File: config.mk
export PLATFORM = sky130hd
export DESIGN_NAME = dma_chan_engine
export DESIGN_NICKNAME = d
export VERILOG_FILES = /design/src/rtl/dma_chan_pkg.sv /design/src/rtl/dce_reg_ctr.sv /design/src/rtl/dce_addr_map.sv /design/src/rtl/dma_chan_engine.sv
export SDC_FILE = /design/constraint.sdc
export NUM_CORES = 1
export LEC_CHECK = 0
export BUFFER_PORTS_ARGS = -buffer_cell sky130_fd_sc_hd__buf_4
export CAP_MARGIN = 20
export CORE_MARGIN = 4
export CORE_UTILIZATION = 35
export CTS_CLUSTER_DIAMETER = 30
export CTS_CLUSTER_SIZE = 14
export DETAILED_ROUTE_END_ITERATION = 6
export GPL_ROUTABILITY_DRIVEN = 0
export SYNTH_ARGS = -nofsm -noshare
export SYNTH_HDL_FRONTEND = slang
export SYNTH_SLANG_ARGS = --single-unit
export TNS_END_PERCENT = 100
File: constraint.sdc
create_clock -name clk -period 3.8 [get_ports clk]
set_input_delay 1.14 -clock clk [delete_from_list [all_inputs] [get_ports clk]]
set_output_delay 1.14 -clock clk [all_outputs]
set_load 0.02 [all_outputs]
File: src/rtl/dma_chan_pkg.sv
package dma_chan_pkg;
  localparam int unsigned CTR_W  = 16;
  localparam int unsigned PAGE_W = 8;
  localparam int unsigned PHYS_W = CTR_W + PAGE_W;
  localparam int unsigned AUTOINIT_BIT = 4;

  typedef enum logic {
    STEP_DOWN = 1'b0,
    STEP_UP   = 1'b1
  } step_dir_e;
endpackage

File: src/rtl/dce_reg_ctr.sv
module dce_reg_ctr
  import dma_chan_pkg::*;
#(
  parameter int unsigned W = 16,
  parameter step_dir_e   DIR = STEP_UP
) (
  input  logic         clk,
  input  logic         rst_n,
  input  logic         ld,
  input  logic [W-1:0] din,
  input  logic         step,
  input  logic         reload,
  output logic [W-1:0] cur
);
  localparam logic [W-1:0] ONE = {{(W-1){1'b0}}, 1'b1};

  logic [W-1:0] base_q;
  logic [W-1:0] cur_q;
  logic [W-1:0] stepped;

  generate
    if (DIR == STEP_UP) begin : g_up
      assign stepped = cur_q + ONE;
    end else begin : g_down
      assign stepped = cur_q - ONE;
    end
  endgenerate

  always_ff @(posedge clk) begin
    if (!rst_n) begin
      base_q <= '0;
      cur_q  <= '0;
    end else if (ld) begin
      base_q <= din;
      cur_q  <= din;
    end else if (reload) begin
      cur_q  <= base_q;
    end else if (step) begin
      cur_q  <= stepped;
    end
  end

  assign cur = cur_q;

  generate
    if (DIR == STEP_UP) begin : g_chk_up
      assert_step_up_R5: assert property (@(posedge clk) disable iff (!rst_n)
        (step && !ld && !reload) |=> (cur_q == $past(cur_q) + ONE));
    end else begin : g_chk_down
      assert_step_down_R5: assert property (@(posedge clk) disable iff (!rst_n)
        (step && !ld && !reload) |=> (cur_q == $past(cur_q) - ONE));
    end
  endgenerate

  assert_load_R8: assert property (@(posedge clk) disable iff (!rst_n)
    ld |=> (cur_q == $past(din)));

  assert_reload_R7: assert property (@(posedge clk) disable iff (!rst_n)
    (reload && !ld) |=> (cur_q == $past(base_q)));
endmodule

File: src/rtl/dce_addr_map.sv
module dce_addr_map
  import dma_chan_pkg::*;
#(
  parameter int unsigned CW = CTR_W,
  parameter int unsigned PW = PAGE_W,
  localparam int unsigned OW = CW + PW
) (
  input  logic          word_mode,
  input  logic [PW-1:0] page,
  input  logic [CW-1:0] ctr,
  output logic [OW-1:0] phys
);
  logic [OW-1:0] byte_phys;
  logic [OW-1:0] word_phys;

  assign byte_phys = {page, ctr};
  assign word_phys = {page[PW-1:1], ctr, 1'b0};

  always_comb begin
    phys = word_mode ? word_phys : byte_phys;
  end
endmodule

File: src/rtl/dma_chan_engine.sv
module dma_chan_engine
  import dma_chan_pkg::*;
(
  input  logic               clk,
  input  logic               rst_n,
  input  logic               word_mode,
  input  logic               mode_we,
  input  logic [7:0]         mode_din,
  input  logic               page_we,
  input  logic [PAGE_W-1:0]  page_din,
  input  logic               addr_we,
  input  logic [CTR_W-1:0]   addr_din,
  input  logic               cnt_we,
  input  logic [CTR_W-1:0]   cnt_din,
  input  logic               xfer_stb,
  output logic [PHYS_W-1:0]  phys_addr,
  output logic [CTR_W-1:0]   cur_addr,
  output logic [CTR_W-1:0]   cur_cnt,
  output logic               term_cnt,
  output logic               chan_active
);
  logic [PAGE_W-1:0] page_q;
  logic              autoinit_q;
  logic              active_q;
  logic              adv;
  logic              last_xfer;
  logic              reload;

  assign adv       = xfer_stb && active_q;
  assign last_xfer = adv && (cur_cnt == '0);
  assign reload    = last_xfer && autoinit_q;

  always_ff @(posedge clk) begin
    if (!rst_n) begin
      page_q     <= '0;
      autoinit_q <= 1'b0;
      active_q   <= 1'b0;
    end else begin
      if (page_we) page_q <= page_din;
      if (mode_we) autoinit_q <= mode_din[AUTOINIT_BIT];
      if (cnt_we) begin
        active_q <= 1'b1;
      end else if (last_xfer && !autoinit_q) begin
        active_q <= 1'b0;
      end
    end
  end

  dce_reg_ctr #(.W(CTR_W), .DIR(STEP_UP)) u_addr (
    .clk(clk), .rst_n(rst_n), .ld(addr_we), .din(addr_din),
    .step(adv), .reload(reload), .cur(cur_addr)
  );

  dce_reg_ctr #(.W(CTR_W), .DIR(STEP_DOWN)) u_cnt (
    .clk(clk), .rst_n(rst_n), .ld(cnt_we), .din(cnt_din),
    .step(adv), .reload(reload), .cur(cur_cnt)
  );

  dce_addr_map #(.CW(CTR_W), .PW(PAGE_W)) u_map (
    .word_mode(word_mode), .page(page_q), .ctr(cur_addr), .phys(phys_addr)
  );

  assign term_cnt    = last_xfer;
  assign chan_active = active_q;

  assert_tc_zero_R6: assert property (@(posedge clk) disable iff (!rst_n)
    term_cnt |-> (cur_cnt == '0));

  assert_tc_stop_R6: assert property (@(posedge clk) disable iff (!rst_n)
    (term_cnt && !autoinit_q && !cnt_we) |=> !chan_active);

  assert_auto_stay_R7: assert property (@(posedge clk) disable iff (!rst_n)
    (term_cnt && autoinit_q) |=> chan_active);

  assert_idle_quiet_R9: assert property (@(posedge clk) disable iff (!rst_n)
    !chan_active |-> !term_cnt);

  assert_idle_hold_R9: assert property (@(posedge clk) disable iff (!rst_n)
    (!chan_active && !addr_we) |=> $stable(cur_addr));

  assert_page_hold_R4: assert property (@(posedge clk) disable iff (!rst_n)
    !page_we |=> $stable(page_q));

  assert_word_lsb_R3: assert property (@(posedge clk) disable iff (!rst_n)
    word_mode |-> (phys_addr[0] == 1'b0));
endmodule

==> results of run 1 <==
-- per-layer routing --
layer,up-vias,global-route usage,part of all wire
met5,-,0,0
met4,0,0.0304,0.0092
met3,7,0.0488,0.066
met2,119,0.309,0.50
met1,1785,0.214,0.42
li1,1811,-,-
-- final cells by class --
type | instances | area (um^2)
multi-input cells | 332 | 2190
fillers | 1122 | 5950
repair buffers | 111 | 833
well taps | 140 | 175
flip-flops and latches | 74 | 1480
clock inverters | 5 | 60.1
inverters | 12 | 45.0
clock buffers | 11 | 151
-- power groups by stage --
stage | sequential, uW | combinational [uW] | clock (uW)
3_3_place_gp | 901 | 403 | 0
5_1_grt | 894 | 447 | 704
2_1_floorplan | 916 | 235 | 0
4_1_cts | 885 | 412 | 672
3_5_place_dp | 903 | 410 | 0
6_report | 885 | 408 | 651
-- registers in the layout, indices dropped and copies added (netlist names) --
signal / count
page_q: 8
u_cnt.base_q: 16
chan_active: 1
u_addr.base_q: 16
u_cnt.cur: 16
autoinit_q: 1
u_addr.cur: 16
-- cell families (layout without fill, tap and decap cells) --
group                      count (synthesis)  in the layout  share of synthesized area
AOI/OAI and AO/OA                        100            100                      0.162
xor gates and xnor gates                  20             20                     0.0448
adders and majority gates                  2              2                    0.00640
buffers and inverters                     50            139                     0.0595
DFF                                       74             74                      0.379
muxes                                     60             60                      0.158
and+or+nand+nor                          150            150                      0.191
-- cells in the final DEF (no fill, tap or decap), types with 3 or more instances in the layout --
master	n
a211oi_1	3
a21oi_1	23
a22o_1	3
a22oi_1	3
a31oi_1	5
buf_4	111
clkbuf_8	11
dfxtp_1	74
inv_1	11
mux2_2	12
mux2i_1	47
nand2_1	32
nand3_1	13
nor2_1	53
nor3_1	10
nor4_1	13
o211ai_1	8
o21ai_0	19
o21ai_1	13
o221ai_1	5
o22ai_1	3
o31ai_1	4
or2_1	3
or3_1	8
or4_1	3
xnor2_1	10
xor2_1	10
-- stage by stage --
step	instance area [um^2]	setup slack, ns	hold slack [ns]	total power, uW
2_1_floorplan	3910	0.769	0.436	1150
3_3_place_gp	4730	0.659	0.447	1300
3_5_place_dp	4730	0.649	0.447	1310
4_1_cts	4940	0.435	0.459	1970
5_1_grt	4940	0.332	0.503	2050
6_report	4940	0.456	0.458	1950
-- path summary, 6_finish.rpt --
kind / startpoint / endpoint
worst max-delay path: u_cnt.cur[7] / term_cnt
worst min-delay path: u_cnt.base_q[8] / u_cnt.base_q[8]
worst max register to register: u_cnt.cur[7] / u_addr.cur[10]
worst min register to register: u_cnt.base_q[8] / u_cnt.base_q[8]
-- critical path, stage by stage (launching register included) --
cell     delay, ns
dfxtp_1       0.37
or4_1         0.74
or3_1         0.44
nor2_1        0.15
buf_4         0.16
==> run_results.csv, run 1 <==
group,metric,value,unit
timing,fin_skew,0.0115,ns
placement,dp_hpwl,7950,um
timing,setup_viol,0,
drt,drtIter0Drc,192,
logic_synthesis,avgSynthCellArea,8.57,um^2
clock_tree,cts_max_level,3,
timing,drv_slew,0,
timing,fmaxAchievable,299,MHz
logic_synthesis,synthArstFlopShare,0,
setup_path,cp_data_required_time,2.66,ns
cells_and_area,syn2layout_area_growth,26.4,%
setup_path,startpoint_type,"flip-flop",
timing,maxSlewHeadroom,0.538,
cells_and_area,final_core_util,0.454,
power_and_ir_drop,share_comb_of_total_power,0.210,
clock_tree,cts_hold_buf,0,
logic_synthesis,yosys.area.top_type_share,0.379,
logic_synthesis,synth_top_cell_by_area,"dfxtp_1",
setup_path,cp_max_fo,7,
logic_synthesis,synth-warning-count,0,
floorplan,initial_core_util,0.359,
logic_synthesis,synth_ff_type,"dfxtp_1",
timing,final_hold_viol_count,0,
global_route,grt_pass1_vias,3699,
logic_synthesis,synth_area,0.00391,mm^2
cells_and_area,drive_gt1_frac,0.272,
drt,antenna_left,0,
floorplan,die_h,114,um
global_route,grt_pass1_wl,18400,um
clock_tree,cts_setup_buffers,0,
drt,wire_per_inst,16.6,um
timing,tns,0,ns
clock_tree,insertion_delay,0.34,ns
power_and_ir_drop,switchingPower,589,uW
drt,drt-pass1-iter-count,4,
setup_path,critPathKind,"reg2out",
global_route,grtUsageTotal,0.175,
power_and_ir_drop,peakVddDrop,0.267,mV
setup_path,r2r_slack,1.20,ns
power_and_ir_drop,power_frac_clock,0.335,
timing,rsz0062_at_grt,"false",
floorplan,die_w,114,um
clock_tree,cts_resized,0,
power_and_ir_drop,power_density,394,mW/mm^2
power_and_ir_drop,internal_power,1360,uW
clock_tree,numCtsBuffers,9,
logic_synthesis,synth_edf_count,0,
clock_tree,clk_pin_slew,0.09,ns
drt,vias,3722,
floorplan,io_pins,114,
clock_tree,cts_sinks,74,
setup_path,arrival,2.20,ns
logic_synthesis,syn-num-nets,514,
drt,finalWirelength,11400,um
hold_path,hp-class,"reg2reg",
floorplan,core_area,0.0109,mm^2
power_and_ir_drop,swShare,0.303,
power_and_ir_drop,total_leakage_power,0.00221,uW
hold_path,min_path_cells,2,
global_route,grt_start_max_net_pins,36,
job,maxCapViolations,0,
timing,worstMarginPinSlew,0.692,ns
setup_path,cp-end-kind,"primary output",
cells_and_area,stdcell_count,685,
logic_synthesis,synth.most_common_cell,"dfxtp_1",
logic_synthesis,synth_seq_cells,74,
cells_and_area,final_nets,598,
logic_synthesis,synthCells,456,
clock_tree,ctsLongestPathBuffers,2,
cells_and_area,num_antenna_cells,0,
timing,fin_crit,3.34,ns
logic_synthesis,synth_cell_type_count,54,
logic_synthesis,synth_area_leaders,"dfxtp_1 (38%), mux2i_1 (12%), nor2_1 (5.1%)",
floorplan,rows,38,
drt,drc,0,
placement,io_buffers,106,
logic_synthesis,synthTopCellsByCount,"dfxtp_1 (74), nor2_1 (53), mux2i_1 (47), nand2_1 (32), a21oi_1 (23)",
power_and_ir_drop,p_seq_frac,0.455,
clock_tree,cts_tree,"built",
setup_path,r2r_cells,5,
clock_tree,cts_root_buf,"clkbuf_8",
status,status,"finished clean",
drt,avgViaCountPerCell,5.43,
global_route,overflow,0,
timing,period_share,0.880,
logic_synthesis,synth.yosys.seq_area_share,0.379,
global_route,antenna_found_initial,0,
floorplan,die-area,0.0129,mm^2
placement,place_inst,669,
(Power assumes the default switching activity.)
==> inputs of run 2 (changes only) <==
--- a/config.mk
+++ b/config.mk
@@ -7,6 +7,7 @@
 export LEC_CHECK = 0
 export BUFFER_PORTS_ARGS = -buffer_cell sky130_fd_sc_hd__buf_4
 export CAP_MARGIN = 20
+export CORE_ASPECT_RATIO = 1.4
 export CORE_MARGIN = 4
 export CORE_UTILIZATION = 35
 export CTS_CLUSTER_DIAMETER = 30
==> run 2 against run 1 <==
Maximum frequency is 1.2% higher. Via count is 1.2% higher. Combinational power hardly changed. Critical path depth stayed put. Sequential power hardly changed. Non-clock buffer count is 2 higher. Die area is 0.18% higher. Count of clock-buffer cells in the layout stayed put. Register-to-register slack better by 0.05 ns. Global-route usage is 0.97 points higher.
==> run_results.csv, run 2 (synthesis gave the netlist of run 1 again) <==
group,metric,value,unit
status,status,"finished clean",
timing,fin_skew,0.00751,ns
timing,tns,0,ns
setup_path,cp_num_cells,4,
clock_tree,cts_setup_buffers,0,
job,maxCapViolations,0,
floorplan,die_w,97.3,um
setup_path,path_cells,"or4_1 > or3_1 > nor2_1 > buf_4",
power_and_ir_drop,total_leakage_power,0.00226,uW
clock_tree,ctsLongestPathBuffers,2,
cells_and_area,layout_common_cells,"buf_4 (113), dfxtp_1 (74), nor2_1 (53), mux2i_1 (47), nand2_1 (32)",
setup_path,cp_slowest_stage_delay,0.73,ns
power_and_ir_drop,power_frac_clock,0.410,
clock_tree,cts_max_level,3,
floorplan,die-area,0.0129,mm^2
global_route,antenna_found_initial,0,
floorplan,initial_core_util,0.360,
floorplan,rows,45,
placement,placed_area,0.00475,mm^2
drt,wire_per_inst,17.1,um
drt,avgViaCountPerCell,5.48,
cells_and_area,final_common_cell,"buf_4",
setup_path,r2r_cells,6,
power_and_ir_drop,swShare,0.277,
drt,vias,3768,
cells_and_area,stdcell_area,0.00506,mm^2
setup_path,cp_data_required_time,2.66,ns
global_route,grt_pass1_vias,3794,
clock_tree,cts_root_buf,"clkbuf_16",
cells_and_area,nFillCells,1106,
setup_path,critPathBufInv,1,
setup_path,critPathKind,"reg2out",
global_route,grt_pass1_wl,19300,um
timing,drv_slew,0,
setup_path,cp-end-kind,"primary output",
setup_path,cpMaxStageDelayCell,"or4_1",
drt,finalWirelength,11800,um
setup_path,cp_max_fo,7,
timing,period_share,0.870,
clock_tree,cts_sinks,74,
clock_tree,insertion_delay,0.34,ns
cells_and_area,final_nets,600,
drt,drt-pass1-iter-count,4,
clock_tree,numCtsBuffers,9,
clock_tree,cts_hold_buf,0,
clock_tree,cts_resized,0,
placement,io_buffers,106,
floorplan,io_pins,114,
timing,final_hold_viol_count,0,
power_and_ir_drop,p_seq_frac,0.404,
cells_and_area,syn2layout_area_growth,29.4,%
hold_path,hp-class,"reg2reg",
floorplan,die_h,133,um
global_route,grt_start_max_net_pins,36,
power_and_ir_drop,peakVddDrop,0.219,mV
timing,maxSlewHeadroom,0.520,
drt,drtIter0Drc,94,
timing,worstMarginPinSlew,0.713,ns
power_and_ir_drop,internal_power,1590,uW
clock_tree,cts_tree,"built",
global_route,overflow,0,
timing,setup_viol,0,
timing,rsz0062_at_grt,"false",
drt,antenna_left,0,
floorplan,core_area,0.0109,mm^2
drt,drc,0,
setup_path,arrival,2.17,ns
setup_path,crit_family,"simple AND/OR/NAND/NOR gates",
clock_tree,clk_pin_slew,0.06,ns
setup_path,startpoint_type,"flip-flop",
power_and_ir_drop,share_comb_of_total_power,0.186,
power_and_ir_drop,switchingPower,609,uW
cells_and_area,num_antenna_cells,0,
hold_path,min_path_cells,2,
timing,fmaxAchievable,302,MHz
power_and_ir_drop,power_density,435,mW/mm^2
timing,fin_crit,3.31,ns
cells_and_area,drive_gt1_frac,0.271,
placement,dp_hpwl,8320,um
global_route,grtUsageTotal,0.184,
[run 2: cell types whose count changed in the layout (fill, tap and decap cells not counted)]
cell        before  now
buf_4          111  113
bufinv_16        1    2
clkbuf_1         0    2
clkbuf_16        0    9
clkbuf_8        11    0
clkinv_2         1    2
clkinv_4         0    1
clkinvlp_4       1    0
inv_6            2    0
[run 2: area by class of cell]
class	instances	area, um^2	share of cell area
clock buffers	11	233	0.0460
clock inverters	5	78.8	0.0156
inverters	12	45.0	0.00891
repair buffers	113	848	0.168
well taps	141	176	0.0349
flip-flops and latches	74	1480	0.293
multi-input cells	332	2190	0.434
[run 2: path summary, 6_finish.rpt]
| check | endpoint | slack, ns | start |
|---|---|---|---|
| max | term_cnt | 0.49 | u_cnt.cur[7] |
| min | u_cnt.base_q[8] | 0.46 | u_cnt.base_q[8] |
| max reg2reg | u_cnt.cur[7] | 1.25 | u_cnt.cur[7] |
| min reg2reg | u_cnt.base_q[8] | 0.46 | u_cnt.base_q[8] |
[run 2: power groups by stage]
stage               Combinational (uW)  Clock (uW)  Sequential, uW
finish                             410         900             888
global route                       450         941             895
CTS                                414         915             887
detailed placement                 412           0             903
global placement                   404           0             901
floorplan                          235           0             916
[run 2: metal layers]
metal	vias up	GRT usage	part of all wire
li1	1804	-	-
met1	1823	0.212	0.41
met2	120	0.321	0.51
met3	21	0.0491	0.058
met4	0	0.0793	0.025
met5	-	0	0
[run 2: metrics by stage]
| stage | worst slack (ns) | std cells | total power (uW) | utilization | hold WS (ns) |
|---|---|---|---|---|---|
| final | 0.494 | 688 | 2200 | 0.465 | 0.460 |
| after global routing | 0.406 | 688 | 2290 | 0.465 | 0.492 |
| after CTS | 0.480 | 688 | 2220 | 0.465 | 0.463 |
| after detailed placement | 0.674 | 672 | 1320 | 0.437 | 0.454 |
| after global placement | 0.682 | 672 | 1310 | 0.437 | 0.445 |
| after floorplan | 0.769 | 456 | 1150 | - | 0.436 |
[run 2: worst min-delay path, cell delays in order (launching register included)]
cell     delay, ns
dfxtp_1       0.31
nand2_1       0.05
a21oi_1       0.05
==> inputs of run 3 (changes only) <==
--- a/config.mk
+++ b/config.mk
@@ -10,6 +10,7 @@
 export CORE_ASPECT_RATIO = 1.4
 export CORE_MARGIN = 4
 export CORE_UTILIZATION = 35
+export CTS_BUF_LIST = sky130_fd_sc_hd__clkbuf_2 sky130_fd_sc_hd__clkbuf_4 sky130_fd_sc_hd__clkbuf_8
 export CTS_CLUSTER_DIAMETER = 30
 export CTS_CLUSTER_SIZE = 14
 export DETAILED_ROUTE_END_ITERATION = 6
==> run 3 against run 2 <==
Final cell count is the same. Global-route usage is 0.23 points lower. Clock power fell by 25%. Die area did not move. Non-clock buffer count is the same. Sequential power hardly changed. Wire length is 0.82% lower. Via count is 1.4% lower. First-iteration DRC count is 24% higher. Core utilization shrank 0.86 points. Count of clock-buffer cells in the layout stayed put.
==> run_results.csv, run 3 (synthesis gave the netlist of run 1 again) <==
group,metric,value,unit
status,status,"finished clean",
timing,fin_skew,0.0110,ns
setup_path,critPathBufInv,1,
drt,finalWirelength,11700,um
power_and_ir_drop,share_comb_of_total_power,0.208,
hold_path,whs_endpoint,"u_cnt.base_q[8]",
timing,setup_slack,0.475,ns
drt,wl_met2,6060,um
setup_path,cp_num_cells,4,
power_and_ir_drop,power_frac_clock,0.342,
power_and_ir_drop,internal_power,1400,uW
global_route,grt_start_max_net_pins,36,
drt,wl_met1,4780,um
setup_path,arrival,2.19,ns
drt,vias,3716,
power_and_ir_drop,total_leakage_power,0.00222,uW
timing,tns,0,ns
setup_path,startpoint_type,"flip-flop",
clock_tree,cts_sinks,74,
timing,hold-worst-slack,0.466,ns
floorplan,die_h,133,um
setup_path,r2r-start,"u_cnt.cur[7]",
drt,dr_wl_met3,627,um
floorplan,core_area,0.0109,mm^2
setup_path,critPathKind,"reg2out",
setup_path,cp_max_fo,7,
hold_path,min_path_cells,2,
cells_and_area,final_common_cell,"buf_4",
cells_and_area,drive_gt1_frac,0.274,
global_route,grt_pass1_wl,19200,um
drt,top_layer,"met4",
timing,final_hold_viol_count,0,
timing,worstMarginPinSlew,0.748,ns
setup_path,r2r_cells,6,
cells_and_area,layout_common_cells,"buf_4 (113), dfxtp_1 (74), nor2_1 (53), mux2i_1 (47), nand2_1 (32)",
power_and_ir_drop,peakVddDrop,0.170,mV
timing,rsz0062_at_grt,"false",
global_route,grt_pass1_vias,3789,
timing,drv_slew,0,
job,maxCapViolations,0,
clock_tree,cts_setup_buffers,0,
cells_and_area,final_nets,600,
placement,dp_hpwl,8320,um
clock_tree,clk_pin_slew,0.08,ns
clock_tree,cts_max_level,3,
clock_tree,cts_hold_buf,0,
cells_and_area,syn2layout_area_growth,27.0,%
drt,antenna_left,0,
drt,wire_per_inst,17.0,um
cells_and_area,num_antenna_cells,0,
drt,avgViaCountPerCell,5.40,
clock_tree,cts_resized,0,
setup_path,cp_slowest_stage_delay,0.74,ns
drt,drtIter0Drc,117,
global_route,grtUsageTotal,0.182,
floorplan,die_w,97.3,um
clock_tree,ctsLongestPathBuffers,2,
clock_tree,numCtsBuffers,9,
floorplan,rows,45,
setup_path,path_cells,"or4_1 > or3_1 > nor2_1 > buf_4",
hold_path,min_from,"u_cnt.base_q[8]",
cells_and_area,nFillCells,1123,
clock_tree,cts_root_buf,"clkbuf_8",
setup_path,crit_family,"simple AND/OR/NAND/NOR gates",
setup_path,r2r_slack,1.26,ns
timing,maxSlewHeadroom,0.497,
placement,place_ws,0.674,ns
setup_path,cp_data_required_time,2.66,ns
timing,fmaxAchievable,301,MHz
timing,period_share,0.875,
setup_path,worstSetupStartpoint,"u_cnt.cur[7]",
timing,fin_crit,3.33,ns
clock_tree,cts_tree,"built",
drt,drc,0,
clock_tree,insertion_delay,0.34,ns
power_and_ir_drop,power_density,397,mW/mm^2
setup_path,cpMaxStageDelayCell,"or4_1",
hold_path,hp-class,"reg2reg",
setup_path,reg2reg_to,"u_cnt.cur[7]",
setup_path,cp-end-kind,"primary output",
drt,drt-pass1-iter-count,4,
floorplan,die-area,0.0129,mm^2
placement,io_buffers,106,
power_and_ir_drop,p_seq_frac,0.450,
global_route,antenna_found_initial,0,
power_and_ir_drop,swShare,0.290,
floorplan,initial_core_util,0.360,
global_route,overflow,0,
floorplan,io_pins,114,
power_and_ir_drop,switchingPower,572,uW
timing,setup_viol,0,
## run 3: worst reg2reg max path: stages, from the launching register on
cell     delay (ns)
dfxtp_1        0.36
or4_1          0.74
nor3_4         0.25
nand3_2        0.27
buf_4          0.35
and3_1         0.24
o31ai_1        0.23
## run 3: power groups by stage
stage	sequential, uW	clock, uW	combinational [uW]
floorplan	916	0	235
global placement	901	0	404
detailed placement	903	0	412
CTS	885	691	414
global route	894	721	450
finish	886	673	410
## run 3: final cells by class
| class | instances | area [um^2] | share of cell area |
|---|---|---|---|
| clock buffers | 11 | 139 | 0.0280 |
| clock inverters | 5 | 78.8 | 0.0159 |
| inverters | 12 | 45.0 | 0.00907 |
| multi-input cells | 332 | 2190 | 0.442 |
| flip-flops and latches | 74 | 1480 | 0.298 |
| well taps | 141 | 176 | 0.0355 |
| repair buffers | 113 | 848 | 0.171 |
## run 3: layer usage
layer / vias up / GRT usage
li1: 1813 / -
met1: 1772 / 0.213
met2: 115 / 0.319
met3: 16 / 0.0480
met4: 0 / 0.0662
met5: - / 0
## run 3: how the worst max path moves through the flow
stage / to / slack, ns
after CTS: term_cnt / 0.45
after global placement: term_cnt / 0.68
after global routing: term_cnt / 0.37
after floorplan: phys_addr[11] / 0.77
final: term_cnt / 0.47
after detailed placement: term_cnt / 0.67
## run 3: metrics by stage
step           instance area, um^2  utilization  instances  total power (uW)
6_report                      4960        0.457        688              1970
5_1_grt                       4960        0.457        688              2060
3_5_place_dp                  4750        0.437        672              1320
3_3_place_gp                  4750        0.437        672              1310
2_1_floorplan                 3910            -        456              1150
4_1_cts                       4960        0.457        688              1990
